<file path="src/rtl/focus_pkg.sv">
package focus_pkg;

    typedef enum logic [2:0] {
        S_IDLE,
        S_MOVE,
        S_WAIT,
        S_DECIDE,
        S_BACK,
        S_DONE
    } seq_state_t;

    typedef struct packed {
        logic a_pos;
        logic a_neg;
        logic b_pos;
        logic b_neg;
    } bridge_t;

    localparam int PHASES = 8;
    localparam int LEGS   = 4;

    // Half-step excitation: even index = one winding, odd = both windings.
    function automatic bridge_t half_step_pattern(input logic [2:0] idx);
        bridge_t p;
        case (idx)
            3'd0:    p = '{a_pos: 1'b1, a_neg: 1'b0, b_pos: 1'b0, b_neg: 1'b0};
            3'd1:    p = '{a_pos: 1'b1, a_neg: 1'b0, b_pos: 1'b1, b_neg: 1'b0};
            3'd2:    p = '{a_pos: 1'b0, a_neg: 1'b0, b_pos: 1'b1, b_neg: 1'b0};
            3'd3:    p = '{a_pos: 1'b0, a_neg: 1'b1, b_pos: 1'b1, b_neg: 1'b0};
            3'd4:    p = '{a_pos: 1'b0, a_neg: 1'b1, b_pos: 1'b0, b_neg: 1'b0};
            3'd5:    p = '{a_pos: 1'b0, a_neg: 1'b1, b_pos: 1'b0, b_neg: 1'b1};
            3'd6:    p = '{a_pos: 1'b0, a_neg: 1'b0, b_pos: 1'b0, b_neg: 1'b1};
            default: p = '{a_pos: 1'b1, a_neg: 1'b0, b_pos: 1'b0, b_neg: 1'b1};
        endcase
        return p;
    endfunction

    // Probe leg direction: legs 0 and 3 forward, legs 1 and 2 reverse.
    function automatic logic leg_is_forward(input logic [1:0] leg);
        return (leg == 2'd0) || (leg == 2'd3);
    endfunction

endpackage

</file>
<file path="src/rtl/focus_phase_gen.sv">
module focus_phase_gen
    import focus_pkg::*;
(
    input  logic    clk,
    input  logic    rst,
    input  logic    step,
    input  logic    step_fwd,
    output bridge_t drive
);
    logic [2:0] phase_idx;

    always_ff @(posedge clk) begin
        if (rst) begin
            phase_idx <= 3'd0;
        end else if (step) begin
            phase_idx <= step_fwd ? phase_idx + 3'd1 : phase_idx - 3'd1;
        end
    end

    assign drive = half_step_pattern(phase_idx);
endmodule

</file>
<file path="src/rtl/focus_probe_eval.sv">
module focus_probe_eval
    import focus_pkg::*;
#(
    parameter int LEG_STEPS = 8,
    parameter int THRESH    = 6
) (
    input  logic       clk,
    input  logic       rst,
    input  logic       clear,
    input  logic       sample,
    input  logic       flag,
    input  logic [1:0] leg,
    output logic       dir_fwd
);
    localparam int CW = $clog2(LEG_STEPS + 1);
    localparam int SW = CW + 1;

    logic [CW-1:0] leg_sum [LEGS];

    for (genvar g = 0; g < LEGS; g++) begin : g_leg
        always_ff @(posedge clk) begin
            if (rst || clear) begin
                leg_sum[g] <= '0;
            end else if (sample && flag && (leg == 2'(g))) begin
                leg_sum[g] <= leg_sum[g] + 1'b1;
            end
        end
    end

    logic [SW-1:0] pair_fwd, pair_rev;

    always_comb begin
        pair_fwd = SW'(leg_sum[0]) + SW'(leg_sum[3]);
        pair_rev = SW'(leg_sum[1]) + SW'(leg_sum[2]);
        if (leg_sum[0] >= CW'(THRESH)) begin
            dir_fwd = 1'b1;
        end else if (leg_sum[1] >= CW'(THRESH)) begin
            dir_fwd = 1'b0;
        end else begin
            dir_fwd = (pair_fwd >= pair_rev);
        end
    end
endmodule

</file>
<file path="src/rtl/focus_seq.sv">
module focus_seq
    import focus_pkg::*;
#(
    parameter int LEG_STEPS  = 8,
    parameter int STEP_LIMIT = 1023
) (
    input  logic       clk,
    input  logic       rst,
    input  logic       af_en,
    input  logic       sharp_vld,
    input  logic       sharp_flag,
    input  logic       decided_fwd,
    output logic       step,
    output logic       step_fwd,
    output logic       probe_sample,
    output logic       probe_clear,
    output logic [1:0] leg,
    output logic       done
);
    localparam int LW  = $clog2(LEG_STEPS + 1);
    localparam int CLW = $clog2(STEP_LIMIT + 1);

    seq_state_t     state;
    logic           probing;
    logic           climb_fwd;
    logic           zero_seen;
    logic           back_second;
    logic [LW-1:0]  leg_cnt;
    logic [CLW-1:0] climb_cnt;

    always_ff @(posedge clk) begin
        if (rst) begin
            state       <= S_IDLE;
            probing     <= 1'b0;
            climb_fwd   <= 1'b1;
            zero_seen   <= 1'b0;
            back_second <= 1'b0;
            leg         <= 2'd0;
            leg_cnt     <= '0;
            climb_cnt   <= '0;
        end else if (!af_en) begin
            state <= S_IDLE;
        end else begin
            case (state)
                S_IDLE: begin
                    state     <= S_MOVE;
                    probing   <= 1'b1;
                    leg       <= 2'd0;
                    leg_cnt   <= '0;
                    climb_cnt <= '0;
                    zero_seen <= 1'b0;
                end
                S_MOVE: begin
                    if (probing) leg_cnt <= leg_cnt + 1'b1;
                    else         climb_cnt <= climb_cnt + 1'b1;
                    state <= S_WAIT;
                end
                S_WAIT: begin
                    if (sharp_vld) begin
                        if (probing) begin
                            if (leg_cnt == LW'(LEG_STEPS)) begin
                                leg_cnt <= '0;
                                if (leg == 2'd3) begin
                                    state <= S_DECIDE;
                                end else begin
                                    leg   <= leg + 2'd1;
                                    state <= S_MOVE;
                                end
                            end else begin
                                state <= S_MOVE;
                            end
                        end else if (!sharp_flag && zero_seen) begin
                            back_second <= 1'b0;
                            state       <= S_BACK;
                        end else begin
                            zero_seen <= !sharp_flag;
                            state     <= (climb_cnt == CLW'(STEP_LIMIT)) ? S_DONE : S_MOVE;
                        end
                    end
                end
                S_DECIDE: begin
                    climb_fwd <= decided_fwd;
                    probing   <= 1'b0;
                    state     <= S_MOVE;
                end
                S_BACK: begin
                    back_second <= 1'b1;
                    if (back_second) state <= S_DONE;
                end
                default: state <= S_DONE;
            endcase
        end
    end

    always_comb begin
        step         = af_en && ((state == S_MOVE) || (state == S_BACK));
        step_fwd     = (state == S_BACK) ? !climb_fwd
                     : (probing ? leg_is_forward(leg) : climb_fwd);
        probe_sample = af_en && (state == S_WAIT) && sharp_vld && probing;
        probe_clear  = (state == S_IDLE);
        done         = (state == S_DONE);
    end
endmodule

</file>
<file path="src/rtl/focus_climber.sv">
module focus_climber
    import focus_pkg::*;
#(
    parameter int LEG_STEPS  = 8,
    parameter int THRESH     = 6,
    parameter int STEP_LIMIT = 1023
) (
    input  logic clk,
    input  logic rst,
    input  logic af_en,
    input  logic sharp_vld,
    input  logic sharp_flag,
    output logic a_pos,
    output logic a_neg,
    output logic b_pos,
    output logic b_neg,
    output logic done
);
    logic       step, step_fwd, probe_sample, probe_clear, decided_fwd;
    logic [1:0] leg;
    bridge_t    drive;

    focus_seq #(.LEG_STEPS(LEG_STEPS), .STEP_LIMIT(STEP_LIMIT)) u_seq (
        .clk          (clk),
        .rst          (rst),
        .af_en        (af_en),
        .sharp_vld    (sharp_vld),
        .sharp_flag   (sharp_flag),
        .decided_fwd  (decided_fwd),
        .step         (step),
        .step_fwd     (step_fwd),
        .probe_sample (probe_sample),
        .probe_clear  (probe_clear),
        .leg          (leg),
        .done         (done)
    );

    focus_probe_eval #(.LEG_STEPS(LEG_STEPS), .THRESH(THRESH)) u_eval (
        .clk     (clk),
        .rst     (rst),
        .clear   (probe_clear),
        .sample  (probe_sample),
        .flag    (sharp_flag),
        .leg     (leg),
        .dir_fwd (decided_fwd)
    );

    focus_phase_gen u_phase (
        .clk      (clk),
        .rst      (rst),
        .step     (step),
        .step_fwd (step_fwd),
        .drive    (drive)
    );

    assign a_pos = drive.a_pos;
    assign a_neg = drive.a_neg;
    assign b_pos = drive.b_pos;
    assign b_neg = drive.b_neg;
endmodule

</file>
<file path="config.mk">
export PLATFORM = sky130hd
export DESIGN_NAME = focus_climber
export DESIGN_NICKNAME = d
export VERILOG_FILES = /design/src/rtl/focus_pkg.sv /design/src/rtl/focus_phase_gen.sv /design/src/rtl/focus_probe_eval.sv /design/src/rtl/focus_seq.sv /design/src/rtl/focus_climber.sv
export SDC_FILE = /design/constraint.sdc
export NUM_CORES = 1
export LEC_CHECK = 0
export BUFFER_PORTS_ARGS = -buffer_cell sky130_fd_sc_hd__buf_2
export CELL_PAD_IN_SITES_DETAIL_PLACEMENT = 1
export CELL_PAD_IN_SITES_GLOBAL_PLACEMENT = 1
export CORE_MARGIN = 2
export CORE_UTILIZATION = 39
export DETAILED_ROUTE_END_ITERATION = 6
export PLACE_DENSITY_LB_ADDON = 0.08
export SYNTH_ARGS = -nofsm -noshare
export SYNTH_HDL_FRONTEND = slang
export SYNTH_SLANG_ARGS = --single-unit
export TNS_END_PERCENT = 30
</file>
<file path="constraint.sdc">
create_clock -name clk -period 5.4 [get_ports clk]
set_input_delay 1.08 -clock clk [delete_from_list [all_inputs] [get_ports clk]]
set_output_delay 1.08 -clock clk [all_outputs]
set_load 0.02 [all_outputs]
</file>
== After elaboration in Yosys (flattened, before gate mapping) ==
Memories as Yosys holds them, arrays and structs flattened.
Cells that the tools add are included.
W data, S select, Z words.
Storage, ports and cells
  register bits: 26
  memory bits (writable): 16
  bits of input ports: 5
  memories: 1
Cells by class
  add/sub/neg operators: 11
  magnitude comparators: 3
  equality and inequality tests: 26
  multiplexer cells: 53
  bitwise logic cells: 5
  reduce and logical (&&, ||, !) cells: 33
Memory list
  u_eval.leg_sum: words 4, width 4, rd ports 4, clocked after Yosys merged registers in 0, write ports 4, RTL line focus_probe_eval.sv:18  | logic [CW-1:0] leg_sum [LEGS];
Operator list (number)
  $mux W4: 8
  $pmux W4 S7: 1
  $mux W1: 24
  $add A4 B1 Y4 const B: 5
  $pmux W10 S2: 1
  $mux W3: 6
  $eq A3 B3 Y1 const B: 5
  $eq A3 B2 Y1 const B: 4
  $mux W2: 6
  $pmux W3 S4: 1
  $pmux W4 S3: 1
  $reduce_and A6 Y1: 2
  $add A10 B1 Y10 const B: 1
  $add A4 B4 Y5: 2
  $eq A10 B10 Y1 const B: 1
  $logic_and A1 B1 Y1: 10
  $mux W10: 1
  $ne A2 B1 Y1 const B: 5
  $ne A2 B2 Y1 const B: 5
  $reduce_and A5 Y1: 2
  $ge A4 B3 Y1 const B: 2
  $reduce_bool A2 Y1: 4
  $eq A3 B1 Y1 const B: 2
  $logic_not A3 Y1: 2
  18 further kinds: 30

== Depth between registers and ports, before layout ==
Gate-level depths: netlist (run 1).
  depth in word-level cells: 10
  gate-level depth with buffers: 10

== Modules after synthesis ==
Synthesis (run 1) repeated with hierarchy kept, for this count alone.
Unflattened totals
  cells, all modules: 308
  area total of the unflattened synthesis: 2795.2 µm²
By module, submodules not included
  focus_seq: instances 1, cells an instance 161, area an instance 1331.3 µm², sequential area each 460.4 µm²
  focus_probe_eval: instances 1, cells an instance 113, area an instance 1179.9 µm², sequential area each 480.5 µm²
  focus_phase_gen: instances 1, cells an instance 34, area an instance 284.0 µm², sequential area each 60.1 µm²

== Worst setup path before layout (run 1) ==
Ideal clock, no wire load.
  path type: reg2out
  start point: register u_phase.phase_idx[0]
  end point: output a_pos
  arrival: 1.569 ns
  setup slack: 2.751 ns
  stages on the path, launching flop included: 7
  buffers on the path: 0
  cells stage by stage: dfxtp_1 > inv_1 > ha_1 > ha_1 > nor3_1 > nand2b_1 > a21oi_1
Between the ends
  longest elaborated chain between the ends: 2
  elaborated cells on any way between the ends: 8
  those cells by class: 6 x eq/ne; 1 x mux; 1 x reduce/logical
Ends and longest elaborated chain
  start: declaration: RTL line focus_phase_gen.sv:10  | logic [2:0] phase_idx;
  start signal: assignment: RTL line focus_phase_gen.sv:16  | phase_idx <= step_fwd ? phase_idx + 3'd1 : phase_idx - 3'd1;
  $eq A3 B3 Y1, or another cell as far along: RTL line focus_pkg.sv:25  | case (idx)
  $pmux W4 S7 *: RTL line focus_pkg.sv:25
  end: declaration: RTL line focus_climber.sv:13  | output logic a_pos,
Every way passes the cells marked *; elsewhere a longest branch is shown, timed or not.

== Worst setup path in the final report (run 1) ==
  start point: register u_phase.phase_idx[0]
  end point: output b_pos
Between the ends
  longest elaborated chain between the ends: 2
  elaborated cells on any way between the ends: 8
  those cells by class: 6 x eq/ne; 1 x mux; 1 x reduce/logical
Ends and longest elaborated chain
  $eq A3 B3 Y1, or another cell as far along: RTL line focus_pkg.sv:25
  $pmux W4 S7 *: RTL line focus_pkg.sv:25
  end: declaration: RTL line focus_climber.sv:15  | output logic b_pos,
Marked as above.

==> impl_results.md, run 1 <==
- FF-to-FF setup slack: 3050 ps
- Syn nets: 356
- Storage element area: 1000 um2
- GR Layer Usage met2: 27.5%
- VDD IR-drop max: 0.0840 mV
- Max Buffers Root-to-Sink: 2
- HP Class: reg -> reg
- Critical Path RT: 4320 ps
- RePlAce Congestion: 0.774
- Initial antenna violation count: 0
- P&R area growth vs syn: 6.50%
- Cts bufs inserted: 5
- Hold path startpoint: u_seq.leg_cnt[3]
- CP Launch Point: u_phase.phase_idx[0]
- Post-route setup TNS: 0 ps
- First-pass GRT wire length: 10100 um
- Crit Path Category: reg -> out
- Met3 usage: 3.14%
- Critical Path Source Type: flip-flop
- Clock Tree Root: clkbuf_8
- All-Layer GR Usage: 16.1%
- Final worst setup slack: 2290 ps
- Number of synthesized flops with an enable pin: 16
- Post-cts resize count: 0
- GR Util met1: 20.8%
- Util after Layout: 42.3%
- Global route total overflow: 0
- Post-CTS setup buffer count: 0
- Final hold violation count: 0
- Crit-path max FO: 4
- Async S/R FF share, synth: 0%
- Vias in the first global route: 2172
- Via density: 5.36
- Die Ht: 89.5 um
- Power Dens Cells: 206 nW/um2
- Number of port buffers: 9
- Die width: 89.5 um
- Max-cap check violation count: 0
- Part of the cycle the worst path needs: 57.5%
- Register area share after synthesis: 35.1%
- Clock Latency Late Sink: 290 ps
- Via count: 2244
- Cell area after synthesis: 2850 um2
- Ys Warns: 0
- Worst hold slack: 477 ps
- Pre-CTS setup slack: 2570 ps
- Final Max Slew Viols: 0
- IO Pins: 10
- Avg WL per Cell: 14.2 um
- Seq cells post-synth: 42
- Gate Count Post-Synth: 317
- H-tree levels: 2
- Row count: 31
- HPWL Detailed: 4500 um
- Hold Path Cell Cnt: 1
- Busiest metal layer after global routing: met2
- RSZ-0062 raised after global routing: false
- Most common cell after layout, fill and taps aside: nor2_1
- Hold Buf Count CTS: 0
- Min cycle time layout: 3110 ps
- R2R Path Start: u_eval.leg_sum[0][0]
- Post-synthesis cell type count: 57
- Cells on worst reg2reg path: 8
- Area occupied by multi-input gates: 1710 um2
- DRC Markers: 0
- Diodes inserted: 0
- Slew headroom: 54.8%
- Arrival @ worst endpoint: 2030 ps
- Router iterations before antenna repair: 4
- Detail Route Antenna Nets: 0
- Total Die Area: 8000 um2
- TritonCTS clock tree: done
- Layout Nets: 358
- Status: complete, no violations
- Starting Density: 39.7%
- Non-Filler Instances: 419
- Crit. End Element: primary output
- FF-to-FF End: u_seq.climb_fwd
- DR iter-0 viols: 54
- DRT Wirelength: 5960 um
- Share of cells above drive strength 1: 8.13%
- Hold Path End: u_seq.leg_cnt[3]
- Final setup fails: 0
- Syn avg cell area: 8.99 um2
- Clk pin slew, worst setup/hold paths: 80 ps
- Fill count: 864
- P_leak: 1.23 nW
- Core Region: 7180 um2
- Top FF cell, synth: dfxtp_1
- Max Freq: 0.322 GHz
- Slew at the pin closest to its max-slew limit: 675 ps
- Pin count of the biggest net entering global routing: 28
- CTS sink cnt: 42
- Placed Instances: 411
- Commonest non-fill, non-tap cells in the layout: 37 x nor2_1, 32 x ha_1, 26 x dfxtp_1
- Fin Clk Skew: 7.62 ps
[Yosys cell counts (all sizes together), types with 3 or more instances]
master / n / area (um2)
nor2: 39 / 156
ha: 32 / 400
dfxtp: 26 / 521
nand2: 21 / 81.3
inv: 20 / 75.1
edfxtp: 16 / 480
a21oi: 15 / 75.1
nand3: 13 / 65.1
o21ai: 12 / 60.1
a21o: 11 / 82.6
xor2: 11 / 96.3
buf: 9 / 45.0
xnor2: 8 / 70.1
a31oi: 7 / 50.1
nor2b: 7 / 43.8
clkbuf: 5 / 18.8
nand4: 5 / 31.3
nor3b: 5 / 42.5
and3: 4 / 25.0
nand2b: 4 / 25.0
and2: 3 / 18.8
nor3: 3 / 15.0
o31ai: 3 / 22.5
or3b: 3 / 26.3
[cells by family (layout without fill, tap and decap cells)]
group	count (synthesis)	in the layout	synth area share [%]
compound gates	62	62	14.4
xor+xnor	19	19	5.84
fa+ha+maj	34	34	15.5
buf+inv	34	37	4.87
flops	42	42	35.1
mux	3	3	1.10
simple gates	123	123	23.2
[registers in the layout, summed over array words and instances (netlist names)]
| signal | flops |
|---|---|
| u_eval.leg_sum | 16 |
| u_seq.climb_cnt | 10 |
| u_seq.leg_cnt | 4 |
| u_phase.phase_idx | 3 |
| u_seq.state | 3 |
| u_seq.leg | 2 |
| u_seq.back_second | 1 |
| u_seq.climb_fwd | 1 |
| u_seq.probing | 1 |
| u_seq.zero_seen | 1 |
[power breakdown]
group	leakage (nW)	internal (W)	switching, W	total, W
Combinational	0.789	0.0000330	0.0000452	0.0000781
Sequential	0.398	0.000336	0.0000143	0.000351
Clock	0.0395	0.0000920	0.000105	0.000197
[worst max-delay path, cell delays in order, from the launching register on]
cell and delay (ps):
dfxtp_1 400, inv_1 80, ha_1 240, ha_1 250
nor3_1 280, nand2b_1 110, a21oi_1 170, a21oi_1 50
buf_2 160
[worst max path at each step]
stage / cells past startpoint / to / slack (ps)
2_1_floorplan: 6 / a_pos / 2750
3_3_place_gp: 5 / u_seq.climb_cnt[7] / 2670
3_5_place_dp: 5 / u_seq.climb_cnt[7] / 2570
4_1_cts: 8 / b_pos / 2270
5_1_grt: 8 / b_pos / 2090
6_report: 8 / b_pos / 2290
[stage by stage]
| stage | instance area [um2] | total power, W |
|---|---|---|
| 6_report | 3030 | 0.000625 |
| 5_1_grt | 3030 | 0.000661 |
| 4_1_cts | 3030 | 0.000637 |
| 3_5_place_dp | 2950 | 0.000438 |
| 3_3_place_gp | 2950 | 0.000436 |
| 2_1_floorplan | 2850 | 0.000417 |
[cell type report]
cell class / count / area share (%)
tap: 99 / 4.08
sequential: 42 / 33.0
multi-input combinational: 241 / 56.3
clock buffer: 8 / 2.64
timing repair buffer: 9 / 1.48
inverter: 20 / 2.47
[routing by layer]
metal | vias to the layer above | part of all wire, %
li1 | 1129 | -
met1 | 1094 | 47
met2 | 15 | 50
met3 | 6 | 1.8
met4 | 0 | 0.96
met5 | - | 0
Note: power is estimated with default switching activity, not from simulation.
==> inputs of run 2 (changes only) <==
==> constraint.sdc (replaced) <==
create_clock -name clk -period 3 [get_ports clk]
set_input_delay 0.6 -clock clk [delete_from_list [all_inputs] [get_ports clk]]
set_output_delay 0.6 -clock clk [all_outputs]
set_load 0.02 [all_outputs]
==> run 2 against run 1 <==
Compared with the run above: sequential cell count did not move; register-to-register slack lost 2400 ps; sequential power increased by 79%; critical endpoint unchanged; utilization is 0.42 points higher; cell area rose by 0.99%; clock power increased by 98%; wire length increased by 0.65%; clock skew rose by 2.1 ps; global-route usage rose by 0.076 points; critical path type unchanged; non-clock buffer count grew 2; critical path depth unchanged; combinational power rose by 88%.
==> impl_results.md, run 2 (synthesized netlist as in run 1, its figures left out) <==
- Avg WL per Cell: 14.2 um (about the same)
- Part of the cycle the worst path needs: 88.0%
- CP max-delay cell: dfxtp_1 (unchanged)
- Number of port buffers: 9 (unchanged)
- Slew at the pin closest to its max-slew limit: 613 ps (was 675 ps)
- Status: complete, no violations (unchanged)
- Pin count of the biggest net entering global routing: 28 (unchanged)
- Die width: 89.5 um (unchanged)
- Final worst setup slack: 359 ps (was 2290 ps)
- Most common cell after layout, fill and taps aside: nor2_1 (unchanged)
- Hold Buf Count CTS: 0 (unchanged)
- Largest regs: u_eval.leg_sum: 16 flops, u_seq.climb_cnt: 10 flops, u_seq.leg_cnt: 4 flops (unchanged)
- Final hold violation count: 0 (unchanged)
- Fin Clk Skew: 9.77 ps (was 7.62 ps)
- Max Freq: 0.379 GHz
- Via count: 2214 (was 2244)
- Row count: 31 (unchanged)
- Detail Route Antenna Nets: 0 (unchanged)
- All-Layer GR Usage: 16.2% (was 16.1%)
- DR iter-0 viols: 35 (was 54)
- DRT Wirelength: 5990 um (was 5960 um)
- Vias in the first global route: 2227 (was 2172)
- FF-to-FF setup slack: 660 ps (was 3050 ps)
- Arrival @ worst endpoint: 2040 ps (was 2030 ps)
- Max Buffers Root-to-Sink: 2 (unchanged)
- Final setup fails: 0 (unchanged)
- Util after Layout: 42.7% (was 42.3%)
- IO Pins: 10 (unchanged)
- Diodes inserted: 0 (unchanged)
- Critical Path RT: 2400 ps (was 4320 ps)
- H-tree levels: 2 (unchanged)
- Router iterations before antenna repair: 4 (unchanged)
- Starting Density: 39.7% (unchanged)
- HP Class: reg -> reg (unchanged)
- Min cycle time layout: 2640 ps
- VDD IR-drop max: 0.142 mV (was 0.0840 mV)
- Commonest non-fill, non-tap cells in the layout: 37 x nor2_1, 32 x ha_1, 26 x dfxtp_1 (unchanged)
- Largest register FFs: 16 (unchanged)
- Final Max Slew Viols: 0 (unchanged)
- Critical path's top delay family: adder cells (unchanged)
- Via density: 5.26 (was 5.36)
- Cts bufs inserted: 5 (unchanged)
- P&R area growth vs syn: 7.55% (was 6.50%)
- Crit-path max FO: 4 (unchanged)
- Pre-CTS setup slack: 646 ps (was 2570 ps)
- Die Ht: 89.5 um (unchanged)
- Clock Tree Root: clkbuf_8 (unchanged)
- Crit. End Element: primary output (unchanged)
- Most flops, register: u_eval.leg_sum (unchanged)
- TritonCTS clock tree: done (unchanged)
- Power Dens Cells: 381 nW/um2 (was 206 nW/um2)
- Core Region: 7180 um2 (unchanged)
- Post-route setup TNS: 0 ps (unchanged)
- Post-CTS setup buffer count: 0 (unchanged)
- RePlAce Congestion: 0.779 (was 0.774)
- Share of cells above drive strength 1: 9.63% (was 8.13%)
- Fill count: 850 (was 864)
- Clk pin slew, worst setup/hold paths: 90 ps (was 80 ps)
- CTS sink cnt: 42 (unchanged)
- HPWL Detailed: 4570 um (was 4500 um)
- Post-cts resize count: 0 (unchanged)
- Critical Path Source Type: flip-flop (unchanged)
- Buf/Inv on CP: 2 (unchanged)
- P_leak: 1.24 nW (was 1.23 nW)
- Global route total overflow: 0 (unchanged)
- First-pass GRT wire length: 10300 um (was 10100 um)
- Layout Nets: 360 (was 358)
- CP peak stage delay: 400 ps (about the same)
- Total Die Area: 8000 um2 (unchanged)
- Slew headroom: 59.1% (was 54.8%)
- Crit Path Category: reg -> out (unchanged)
- Max-cap check violation count: 0 (unchanged)
- Clock Latency Late Sink: 290 ps (about the same)
- Crit path cell chain: inv_1 -> ha_1 -> ha_1 -> nor3_1 -> nand2b_1 -> a21oi_1 -> a21oi_1 -> buf_2 (unchanged)
- DRC Markers: 0 (unchanged)
- Initial antenna violation count: 0 (unchanged)
- RSZ-0062 raised after global routing: false (unchanged)
==> run 2: power by group <==
part,total (W),switching (W),internal [W]
clock network,0.000391,0.000206,0.000185
registers,0.000628,0.0000231,0.000605
logic,0.000147,0.0000852,0.0000614
==> run 2: tightest hold or removal path: stages (launching register included) <==
cell and delay (ps):
dfxtp_1 330, nand2_1 60, a21oi_1 50
==> run 2: final timing paths <==
path / startpoint / to / cells after the start
worst max-delay path: u_phase.phase_idx[0] / b_pos / 8
worst min-delay path: u_seq.climb_cnt[1] / u_seq.climb_cnt[1] / 2
worst max register to register: u_eval.leg_sum[0][0] / u_seq.climb_fwd / 8
worst min register to register: u_seq.climb_cnt[1] / u_seq.climb_cnt[1] / 2
==> run 2: cell type report <==
cell class / count / area, um2 / share of cell area, %
clock buffers: 6 / 82.6 / 2.69
clock inverters: 2 / 12.5 / 0.408
inverters: 20 / 75.1 / 2.45
multi-input cells: 241 / 1710 / 55.8
flip-flops and latches: 42 / 1000 / 32.7
well taps: 99 / 124 / 4.04
repair buffers: 11 / 60.1 / 1.96
==> run 2: through the flow <==
| stage | area (um2) | hold WS [ps] | total power, W | cells |
|---|---|---|---|---|
| final | 3060 | 483 | 0.00117 | 421 |
| after global routing | 3060 | 524 | 0.00123 | 421 |
| after CTS | 3060 | 495 | 0.00119 | 421 |
| after detailed placement | 2970 | 480 | 0.000791 | 413 |
| after global placement | 2970 | 455 | 0.000786 | 413 |
| after floorplan | 2850 | 428 | 0.000750 | 317 |
==> run 2: metal layers <==
layer	vias to the layer above	GRT usage, %	routed length, um
met4	0	3.26	51
met5	-	0	0
met1	1071	20.8	2940
li1	1126	-	-
met3	7	2.95	92
met2	10	28.4	2910
==> inputs of run 3 (changes only) <==
--- a/config.mk
+++ b/config.mk
@@ -12,6 +12,7 @@
 export CORE_UTILIZATION = 39
 export DETAILED_ROUTE_END_ITERATION = 6
 export PLACE_DENSITY_LB_ADDON = 0.08
+export RECOVER_POWER = 50
 export SYNTH_ARGS = -nofsm -noshare
 export SYNTH_HDL_FRONTEND = slang
 export SYNTH_SLANG_ARGS = --single-unit
==> run 3 against run 2 <==
Compared with the run above: wire length grew 0.10%; cell count is the same; critical path type unchanged; sequential cell count is the same; count of clock-buffer cells in the layout is the same; worst setup slack is essentially flat; global-route usage is the same; utilization shrank 0.12 points; critical path depth is the same.
==> impl_results.md, run 3 (synthesized netlist as in run 1, its figures left out) <==
- CTS sink cnt: 42 (unchanged)
- Detail Route Antenna Nets: 0 (unchanged)
- Hold Buf Count CTS: 0 (unchanged)
- Max Buffers Root-to-Sink: 2 (unchanged)
- Non-Filler Instances: 421 (unchanged)
- Final hold violation count: 0 (unchanged)
- Min cycle time layout: 2640 ps (about the same)
- Die width: 89.5 um (unchanged)
- RePlAce Congestion: 0.779 (unchanged)
- Number of port buffers: 9 (unchanged)
- Via count: 2216 (was 2214)
- Slew headroom: 56.2% (was 59.1%)
- Final Max Slew Viols: 0 (unchanged)
- Slew at the pin closest to its max-slew limit: 655 ps (was 613 ps)
- Critical Path RT: 2400 ps (about the same)
- HPWL Detailed: 4570 um (unchanged)
- RSZ-0062 raised after global routing: false (unchanged)
- Post-route setup TNS: 0 ps (unchanged)
- Clock Latency Late Sink: 290 ps (about the same)
- Initial antenna violation count: 0 (unchanged)
- Crit-path max FO: 4 (unchanged)
- DRT Wirelength: 6000 um (was 5990 um)
- P_leak: 1.24 nW (about the same)
- Share of cells above drive strength 1: 9.01% (was 9.63%)
- Vias in the first global route: 2227 (unchanged)
- IO Pins: 10 (unchanged)
- Hold Path Cell Cnt: 2 (unchanged)
- Global route total overflow: 0 (unchanged)
- Buf/Inv on CP: 2 (unchanged)
- Placed Instances: 413 (unchanged)
- DRC Markers: 0 (unchanged)
- VDD IR-drop max: 0.142 mV (about the same)
- Critical Path Source Type: flip-flop (unchanged)
- Crit Path Category: reg -> out (unchanged)
- Die Ht: 89.5 um (unchanged)
- HP Class: reg -> reg (unchanged)
- Cells on worst reg2reg path: 8 (unchanged)
- Cts bufs inserted: 5 (unchanged)
- CP peak stage delay: 400 ps (about the same)
- Clk pin slew, worst setup/hold paths: 90 ps (about the same)
- Most common cell after layout, fill and taps aside: nor2_1 (unchanged)
- Layout Nets: 360 (unchanged)
- Part of the cycle the worst path needs: 88.0% (about the same)
- Arrival @ worst endpoint: 2040 ps (about the same)
- H-tree levels: 2 (unchanged)
- Most flops, register: u_eval.leg_sum (unchanged)
- Row count: 31 (unchanged)
- Starting Density: 39.7% (unchanged)
- All-Layer GR Usage: 16.2% (unchanged)
- Via density: 5.26 (about the same)
- Hold path startpoint: u_seq.climb_cnt[1] (unchanged)
- Largest regs: u_eval.leg_sum: 16 flops, u_seq.climb_cnt: 10 flops, u_seq.leg_cnt: 4 flops (unchanged)
- Fill count: 850 (unchanged)
- Diodes inserted: 0 (unchanged)
- CP max-delay cell: dfxtp_1 (unchanged)
- Util after Layout: 42.6% (was 42.7%)
- Critical path's top delay family: adder cells (unchanged)
- Post-cts resize count: 0 (unchanged)
- Commonest non-fill, non-tap cells in the layout: 37 x nor2_1, 32 x ha_1, 26 x dfxtp_1 (unchanged)
- Core Region: 7180 um2 (unchanged)
- Max-cap check violation count: 0 (unchanged)
- Fin Clk Skew: 10.2 ps (was 9.77 ps)
- Final setup fails: 0 (unchanged)
- Crit. End Element: primary output (unchanged)
- P&R area growth vs syn: 7.25% (was 7.55%)
- FF-to-FF End: u_seq.climb_fwd (unchanged)
- Placement Cell Area: 2970 um2 (unchanged)
- Pin count of the biggest net entering global routing: 28 (unchanged)
- TritonCTS clock tree: done (unchanged)
- R2R Path Start: u_eval.leg_sum[0][0] (unchanged)
- Avg WL per Cell: 14.3 um (was 14.2 um)
- Hold Path End: u_seq.climb_cnt[1] (unchanged)
- Max Freq: 0.379 GHz (unchanged)
- First-pass GRT wire length: 10300 um (unchanged)
- Crit path cell chain: inv_1 -> ha_1 -> ha_1 -> nor3_1 -> nand2b_1 -> a21oi_1 -> a21oi_1 -> buf_2 (unchanged)
- Status: complete, no violations (unchanged)
- Post-CTS setup buffer count: 0 (unchanged)
- FF-to-FF setup slack: 660 ps (about the same)
- Total Die Area: 8000 um2 (unchanged)
- Clock Tree Root: clkbuf_8 (unchanged)
- DR iter-0 viols: 41 (was 35)
- Router iterations before antenna repair: 4 (unchanged)
- Final instance area: 3060 um2 (about the same)
- Largest register FFs: 16 (unchanged)
- Power Dens Cells: 381 nW/um2 (about the same)
-- run 3: changes by cell type in the layout (fill, tap and decap cells not counted), sizes merged --
cell	change
buf	-1
clkbuf	+1
-- run 3: worst max path at each step --
stage	depth (start not counted)	endpoint	start	slack (ps)
floorplan	8	u_seq.climb_fwd	u_eval.leg_sum[3][0]	790
global placement	8	u_seq.climb_fwd	u_eval.leg_sum[3][0]	730
detailed placement	8	u_seq.climb_fwd	u_eval.leg_sum[0][0]	650
CTS	8	b_pos	u_phase.phase_idx[0]	350
global route	8	b_pos	u_phase.phase_idx[0]	190
finish	8	b_pos	u_phase.phase_idx[0]	360
-- run 3: area by class of cell --
type	count	area, um2	area share, %
inverter	20	75.1	2.46
clock buffer	6	82.6	2.70
sequential	42	1000	32.8
clock inverter	2	12.5	0.410
multi-input combinational	241	1700	55.8
timing repair buffer	11	56.3	1.84
tap	99	124	4.05
-- run 3: per-layer routing --
metal / vias up / global-route usage, % / share of wire [%]
met3: 7 / 2.95 / 1.5
li1: 1127 / - / -
met2: 10 / 28.4 / 49
met5: - / 0 / 0
met4: 0 / 3.26 / 0.85
met1: 1072 / 20.8 / 49
-- run 3: power breakdown --
group          internal [W]  switching (W)
Combinational     0.0000604      0.0000851
Sequential         0.000605      0.0000230
Clock              0.000185       0.000206
Total              0.000851       0.000314
-- run 3: worst register-to-register path: stages (launching register included) --
cell and delay, ps:
edfxtp_1 470, ha_1 260, fa_1 460, a21o_1 170
a21o_1 170, ha_1 310, a21o_1 180, a31oi_1 130
a21oi_1 80
-- run 3: per-stage QoR --
step | setup WS [ps] | hold WS (ps) | total power (W)
global placement | 727 | 455 | 0.000786
CTS | 352 | 495 | 0.00119
detailed placement | 646 | 480 | 0.000791
finish | 359 | 483 | 0.00116
floorplan | 793 | 428 | 0.000750
global route | 194 | 524 | 0.00123
